$ cat config.mk
export PLATFORM = sky130hd
export DESIGN_NAME = atomic_rmw_unit
export DESIGN_NICKNAME = d
export VERILOG_FILES = /design/src/rtl/atomic_rmw_pkg.sv /design/src/rtl/rmw_ctrl.sv /design/src/rtl/rmw_store.sv /design/src/rtl/rmw_decide.sv /design/src/rtl/atomic_rmw_unit.sv
export SDC_FILE = /design/constraint.sdc
export NUM_CORES = 2
export LEC_CHECK = 0
export BUFFER_PORTS_ARGS = -buffer_cell sky130_fd_sc_hd__buf_2
export CAP_MARGIN = 20
export CORE_MARGIN = 1.5
export CORE_UTILIZATION = 40
export CTS_CLUSTER_DIAMETER = 150
export DETAILED_ROUTE_END_ITERATION = 8
export PLACE_DENSITY_LB_ADDON = 0.08
export SYNTH_ARGS = -nofsm -noshare
export SYNTH_HDL_FRONTEND = slang
export SYNTH_SLANG_ARGS = --single-unit
export TNS_END_PERCENT = 10
$ cat constraint.sdc
create_clock -name clk -period 9.45 [get_ports clk]
set_clock_uncertainty 0.1 [all_clocks]
set_input_delay 0.4725 -clock clk [delete_from_list [all_inputs] [get_ports clk]]
set_output_delay 0.4725 -clock clk [all_outputs]
set_load 0.02 [all_outputs]
$ cat src/rtl/atomic_rmw_pkg.sv
// Package: shared opcodes, sequencer states and condition codes for the
// atomic read-modify-write unit. Assumes a fixed 32-bit word.
package atomic_rmw_pkg;
    localparam int WORD_W = 32;
    localparam int LANES  = WORD_W / 8;

    typedef enum logic {
        OP_TAS = 1'b0,
        OP_CAS = 1'b1
    } rmw_op_e;

    typedef enum logic [1:0] {
        ST_IDLE  = 2'd0,
        ST_READ  = 2'd1,
        ST_WRITE = 2'd2
    } rmw_state_e;

    localparam logic [1:0] CC_ZERO = 2'd0;
    localparam logic [1:0] CC_ONE  = 2'd1;
    localparam logic [1:0] CC_ERR  = 2'd3;
endpackage

$ cat src/rtl/rmw_ctrl.sv
// Module: sequencer. It takes one request when idle, latches it, and steps
// through READ and WRITE before it opens the handshake again.
// Assumes: the requester holds request fields stable while valid is high.
module rmw_ctrl
    import atomic_rmw_pkg::*;
#(
    parameter int ADDR_W = 8
) (
    input  logic              clk,
    input  logic              rst_n,
    input  logic              req_valid,
    input  logic              req_op,
    input  logic [ADDR_W-1:0] req_addr,
    input  logic [WORD_W-1:0] req_cmp,
    input  logic [WORD_W-1:0] req_new,
    output logic              req_ready,
    output rmw_state_e        state,
    output rmw_op_e           lat_op,
    output logic [ADDR_W-1:0] lat_addr,
    output logic [WORD_W-1:0] lat_cmp,
    output logic [WORD_W-1:0] lat_new
);
    rmw_state_e state_nx;

    assign req_ready = (state == ST_IDLE);

    // Next-state choice: a fixed three-step walk, started by the handshake.
    always_comb begin
        state_nx = state;
        unique case (state)
            ST_IDLE:  if (req_valid) state_nx = ST_READ;
            ST_READ:  state_nx = ST_WRITE;
            ST_WRITE: state_nx = ST_IDLE;
            default:  state_nx = ST_IDLE;
        endcase
    end

    // State register with synchronous active-low reset.
    always_ff @(posedge clk) begin
        if (!rst_n) state <= ST_IDLE;
        else        state <= state_nx;
    end

    // Capture the request fields on the accepting edge.
    always_ff @(posedge clk) begin
        if (!rst_n) begin
            lat_op   <= OP_TAS;
            lat_addr <= '0;
            lat_cmp  <= '0;
            lat_new  <= '0;
        end else if (req_ready && req_valid) begin
            lat_op   <= rmw_op_e'(req_op);
            lat_addr <= req_addr;
            lat_cmp  <= req_cmp;
            lat_new  <= req_new;
        end
    end
endmodule

$ cat src/rtl/rmw_store.sv
// Module: word storage with one registered read port and one write port.
// Assumes: contents are left undefined at reset; the sequencer never reads
// and writes in the same cycle.
module rmw_store
    import atomic_rmw_pkg::*;
#(
    parameter int WORDS = 64,
    localparam int IDX_W = $clog2(WORDS)
) (
    input  logic              clk,
    input  logic              rd_en,
    input  logic [IDX_W-1:0]  rd_idx,
    output logic [WORD_W-1:0] rd_data,
    input  logic              wr_en,
    input  logic [IDX_W-1:0]  wr_idx,
    input  logic [WORD_W-1:0] wr_data
);
    logic [WORD_W-1:0] cells [WORDS];

    // Registered read of the addressed word.
    always_ff @(posedge clk) begin
        if (rd_en) rd_data <= cells[rd_idx];
    end

    // Write-back of the decided word.
    always_ff @(posedge clk) begin
        if (wr_en) cells[wr_idx] <= wr_data;
    end
endmodule

$ cat src/rtl/rmw_decide.sv
// Module: purely combinational decision. It takes the fetched word and the
// latched request and gives the write enable, write data and response fields.
// Assumes: cur_word is the word read for this request.
module rmw_decide
    import atomic_rmw_pkg::*;
(
    input  rmw_op_e           op,
    input  logic [1:0]        lane,
    input  logic [WORD_W-1:0] cur_word,
    input  logic [WORD_W-1:0] cmp_word,
    input  logic [WORD_W-1:0] new_word,
    output logic              we,
    output logic [WORD_W-1:0] wdata,
    output logic              err,
    output logic [1:0]        cc,
    output logic [WORD_W-1:0] old
);
    logic [7:0] old_byte;
    logic [4:0] bit_base;

    assign bit_base = {lane, 3'b000};
    assign old_byte = cur_word[bit_base +: 8];

    // Pick the outcome for the operation in hand.
    always_comb begin
        we    = 1'b0;
        wdata = cur_word;
        err   = 1'b0;
        cc    = CC_ZERO;
        old   = '0;
        if (op == OP_TAS) begin
            we                  = 1'b1;
            wdata[bit_base +: 8] = 8'hFF;
            cc                  = {1'b0, old_byte[7]};
            old[bit_base +: 8]  = old_byte;
        end else if (lane != 2'd0) begin
            err = 1'b1;
            cc  = CC_ERR;
        end else if (cur_word == cmp_word) begin
            we    = 1'b1;
            wdata = new_word;
            cc    = CC_ZERO;
            old   = cur_word;
        end else begin
            cc  = CC_ONE;
            old = cur_word;
        end
    end
endmodule

$ cat src/rtl/atomic_rmw_unit.sv
// Module: top of the atomic read-modify-write unit. It ties the sequencer,
// the storage and the decision logic together and registers the response.
// Assumes: a single requester; byte address, four lanes per word.
module atomic_rmw_unit
    import atomic_rmw_pkg::*;
#(
    parameter int ADDR_W = 8,
    localparam int IDX_W = ADDR_W - 2,
    localparam int WORDS = 1 << IDX_W
) (
    input  logic              clk,
    input  logic              rst_n,
    input  logic              req_valid,
    output logic              req_ready,
    input  logic              req_op,
    input  logic [ADDR_W-1:0] req_addr,
    input  logic [31:0]       req_cmp,
    input  logic [31:0]       req_new,
    output logic              rsp_done,
    output logic              rsp_err,
    output logic [1:0]        rsp_cc,
    output logic [31:0]       rsp_old
);
    rmw_state_e        state;
    rmw_op_e           lat_op;
    logic [ADDR_W-1:0] lat_addr;
    logic [WORD_W-1:0] lat_cmp, lat_new, cur_word;
    logic [WORD_W-1:0] dec_wdata, dec_old;
    logic              dec_we, dec_err, store_we;
    logic [1:0]        dec_cc;

    rmw_ctrl #(.ADDR_W(ADDR_W)) ctrl_i (
        .clk(clk), .rst_n(rst_n), .req_valid(req_valid), .req_op(req_op),
        .req_addr(req_addr), .req_cmp(req_cmp), .req_new(req_new),
        .req_ready(req_ready), .state(state), .lat_op(lat_op),
        .lat_addr(lat_addr), .lat_cmp(lat_cmp), .lat_new(lat_new)
    );

    assign store_we = (state == ST_WRITE) && dec_we;

    rmw_store #(.WORDS(WORDS)) store_i (
        .clk(clk), .rd_en(state == ST_READ), .rd_idx(lat_addr[ADDR_W-1:2]),
        .rd_data(cur_word), .wr_en(store_we), .wr_idx(lat_addr[ADDR_W-1:2]),
        .wr_data(dec_wdata)
    );

    rmw_decide decide_i (
        .op(lat_op), .lane(lat_addr[1:0]), .cur_word(cur_word),
        .cmp_word(lat_cmp), .new_word(lat_new), .we(dec_we),
        .wdata(dec_wdata), .err(dec_err), .cc(dec_cc), .old(dec_old)
    );

    // Response register: one-cycle strobe; the fields hold until the next response.
    always_ff @(posedge clk) begin
        if (!rst_n) begin
            rsp_done <= 1'b0;
            rsp_err  <= 1'b0;
            rsp_cc   <= CC_ZERO;
            rsp_old  <= '0;
        end else begin
            rsp_done <= (state == ST_WRITE);
            if (state == ST_WRITE) begin
                rsp_err <= dec_err;
                rsp_cc  <= dec_cc;
                rsp_old <= dec_old;
            end
        end
    end
endmodule

==> impl_metrics.toml <==
[run_status]
status = "finished with violations"
violations = "slew limit"

[clocking]
path_clk_slew_ns = 0.07
cts_buffers = 227
max-clock-path-buffers = 3
cts-root-buf = "clkbuf_16"
cts_max_level = 4
cts_tree = "built"
clock_latency_ns = 0.89
ctsResizeCount = 0
post-cts-setup-buffers = 0
cts_sinks = 2190

[timing]
rsz0062_at_grt = "no"
finalSetupViolCount = 0
fin_crit_sh_pct = 53.4
max_slew_margin_pct = -11.4
slew_violations = 1
tns_ns = 0
fmax_mhz = 198
worst_slew_pin_slew_ns = 1.67
hold_violations = 0
layout_min_cycle_time_ns = 5.05

[layout]
final_common_cell = "edfxtp_1"
stdcell_count = 8147
layout_common_cells = "2080 x edfxtp_1, 283 x a221oi_1, 269 x mux2i_1"
multi_input_area_sq_um = 19400
stdcell_area_sq_um = 98000
seq_area_sq_um = 64700
num-fill-cells = 17900
drive_gt1_share_pct = 20.0
area_growth_pct = 15.6
nNetsFinal = 5215

[critical_path]
crit_required_ns = 9.90
cp-start-kind = "flip-flop"
critPathCaptureType = "flip-flop"
r2r-start = "store_i.rd_data[3]"
crit_type = "flip-flop to flip-flop"
crit_arrival_ns = 5.50
worstSetupStartpoint = "store_i.rd_data[3]"
critPathMaxFanout = 40
reg2reg_slack_ns = 4.40

[floorplan]
start_util_pct = 40.3
core_sq_um = 210000
rows = 168
ioPinCount = 113
die_h_um = 463
die_w_um = 463
dieArea_sq_um = 215000

[place]
place_congestion = 0.952
dp_hpwl_mm = 185
dp_cells = 7634
port_buffers = 112
placed_area_sq_um = 90000

[run]
max_cap_violations = 0

[yosys]
ys_types = 67
synth-seq-cells = 2190
synth_edf_count = 2080
seq_area_frac_synth_pct = 76.3
async_reset_ff_share_pct = 0
synth_area_sq_um = 84800
synth_cells = 4846
syn-mean-instance-area_sq_um = 17.5
ys.flop_type = "edfxtp_1"
syn_nets = 4926
yosys_warnings = 0

[global_routing]
grt_pass1_wl_mm = 429
grt_overflow = 0
antenna_found_initial = 31
grt_max_degree = 111
grt_usage_pct = 29.1
grt_pass1_vias = 48100

[detailed_routing]
routed_wl_mm = 318
detail_route.iter0.violations = 7258
detail_route.vias_per_cell = 6.24
ant_nets = 0
post_drt_wl_per_cell_um = 39.1
num_vias = 50900
drtPass1Iterations = 6
drc = 0

[hold_path]
hold_path.startpoint = "req_addr[5]"
hp-class = "input pin to flip-flop"

[power_and_ir_drop]
powerDensity_nw_per_um2 = 219
p_leak_nw = 30.8
ir_worst_vdd_mv = 0.206
-- through the flow --
stage / hold WS, ns / power [mW] / utilization [%] / worst slack [ns]
detailed placement: 0.366 / 12.9 / 42.8 / 4.46
floorplan: 0.338 / 11.9 / - / 3.91
finish: 0.291 / 21.5 / 46.6 / 4.40
global route: 0.299 / 22.0 / 46.6 / 4.29
CTS: 0.230 / 21.6 / 46.6 / 4.41
global placement: 0.354 / 12.9 / 42.8 / 4.50
-- report_power, final --
group	switching, mW	leakage, nW	internal, mW
logic	1.37	7.65	0.438
clock network	3.81	3.49	4.95
registers	0.0771	19.6	10.9
-- per-layer routing --
layer / GRT usage, % / routed length [um] / vias up
met5: 0 / 153 / -
met4: 12.1 / 14800 / 14
met3: 7.01 / 29500 / 544
met2: 43.6 / 142000 / 2676
met1: 40.6 / 132000 / 27200
li1: - / - / 20500
-- path summary, 6_finish.rpt --
check / to / cells past startpoint
max: store_i.cells[26][5] / 8
min: ctrl_i.lat_addr[5] / 4
max reg2reg: store_i.cells[26][5] / 8
min reg2reg: ctrl_i.lat_new[20] / 2
-- flip-flops by register name, indices dropped and copies added (netlist names) --
register         flops
ctrl_i.lat_addr      8
ctrl_i.state         2
ctrl_i.lat_cmp      32
rsp_cc               2
rsp_old             32
ctrl_i.lat_new      32
ctrl_i.lat_op        1
store_i.cells     2048
rsp_done             1
store_i.rd_data     32
-- cell usage after synthesis, types with 14 or more instances --
| cell type | n | area (sq um) |
|---|---|---|
| a21boi_0 | 75 | 563 |
| a21oi_1 | 133 | 666 |
| a221o_1 | 24 | 240 |
| a221oi_1 | 283 | 2480 |
| a222oi_1 | 15 | 150 |
| a22o_1 | 46 | 403 |
| a22oi_1 | 191 | 1430 |
| a31oi_1 | 28 | 175 |
| and3_1 | 14 | 87.6 |
| buf_1 | 22 | 82.6 |
| buf_2 | 117 | 586 |
| buf_4 | 38 | 285 |
| clkbuf_1 | 168 | 631 |
| dfxtp_1 | 110 | 2200 |
| edfxtp_1 | 2080 | 62500 |
| mux2_2 | 157 | 1770 |
| mux2i_1 | 269 | 2690 |
| mux4_2 | 125 | 2820 |
| nand2_1 | 247 | 927 |
| nand3_1 | 40 | 200 |
| nand4_1 | 16 | 100 |
| nor2_1 | 173 | 649 |
| nor3_1 | 33 | 165 |
| nor3b_1 | 36 | 270 |
| nor4_1 | 33 | 206 |
| o21ai_0 | 85 | 425 |
| o22ai_1 | 102 | 638 |
| xor2_1 | 27 | 236 |
-- kinds of logic (layout without fill, tap and decap cells) --
group	count (synthesis)	count (layout)	share of synthesized area [%]
AND/OR/NAND/NOR	657	657	3.62
other	0	18	0
multiplexers	551	551	8.58
adder cells (fa/ha/maj)	4	4	0.0590
AO/OA/AOI/OAI	1056	1056	9.19
buffers and inverters	356	834	1.96
flip-flops	2190	2190	76.3
XOR/XNOR	32	32	0.331
-- critical path, stage by stage (launching register included) --
cell and delay (ns):
edfxtp_1 0.96, xor2_1 0.14, nor4_1 0.28, nand3_1 0.20, or4_2 0.83, buf_4 0.36, mux2i_1 0.20, a21oi_4 0.84
buf_4 0.72
-- final cells by class --
| class | count | share of cell area (%) |
|---|---|---|
| tap | 2805 | 3.58 |
| sequential | 2190 | 66.0 |
| antenna | 18 | 0.0460 |
| clock inverter | 128 | 1.22 |
| clock buffer | 290 | 6.10 |
| timing repair buffer | 410 | 3.27 |
| inverter | 6 | 0.0332 |
| multi-input combinational | 2300 | 19.8 |
-- timing repair --
action | CTS | global route
hold endpoints to repair | 74 | 0
hold buffers | 74 | 0
setup endpoints to repair | 0 | 0
Power figures use the tool's default switching activity.
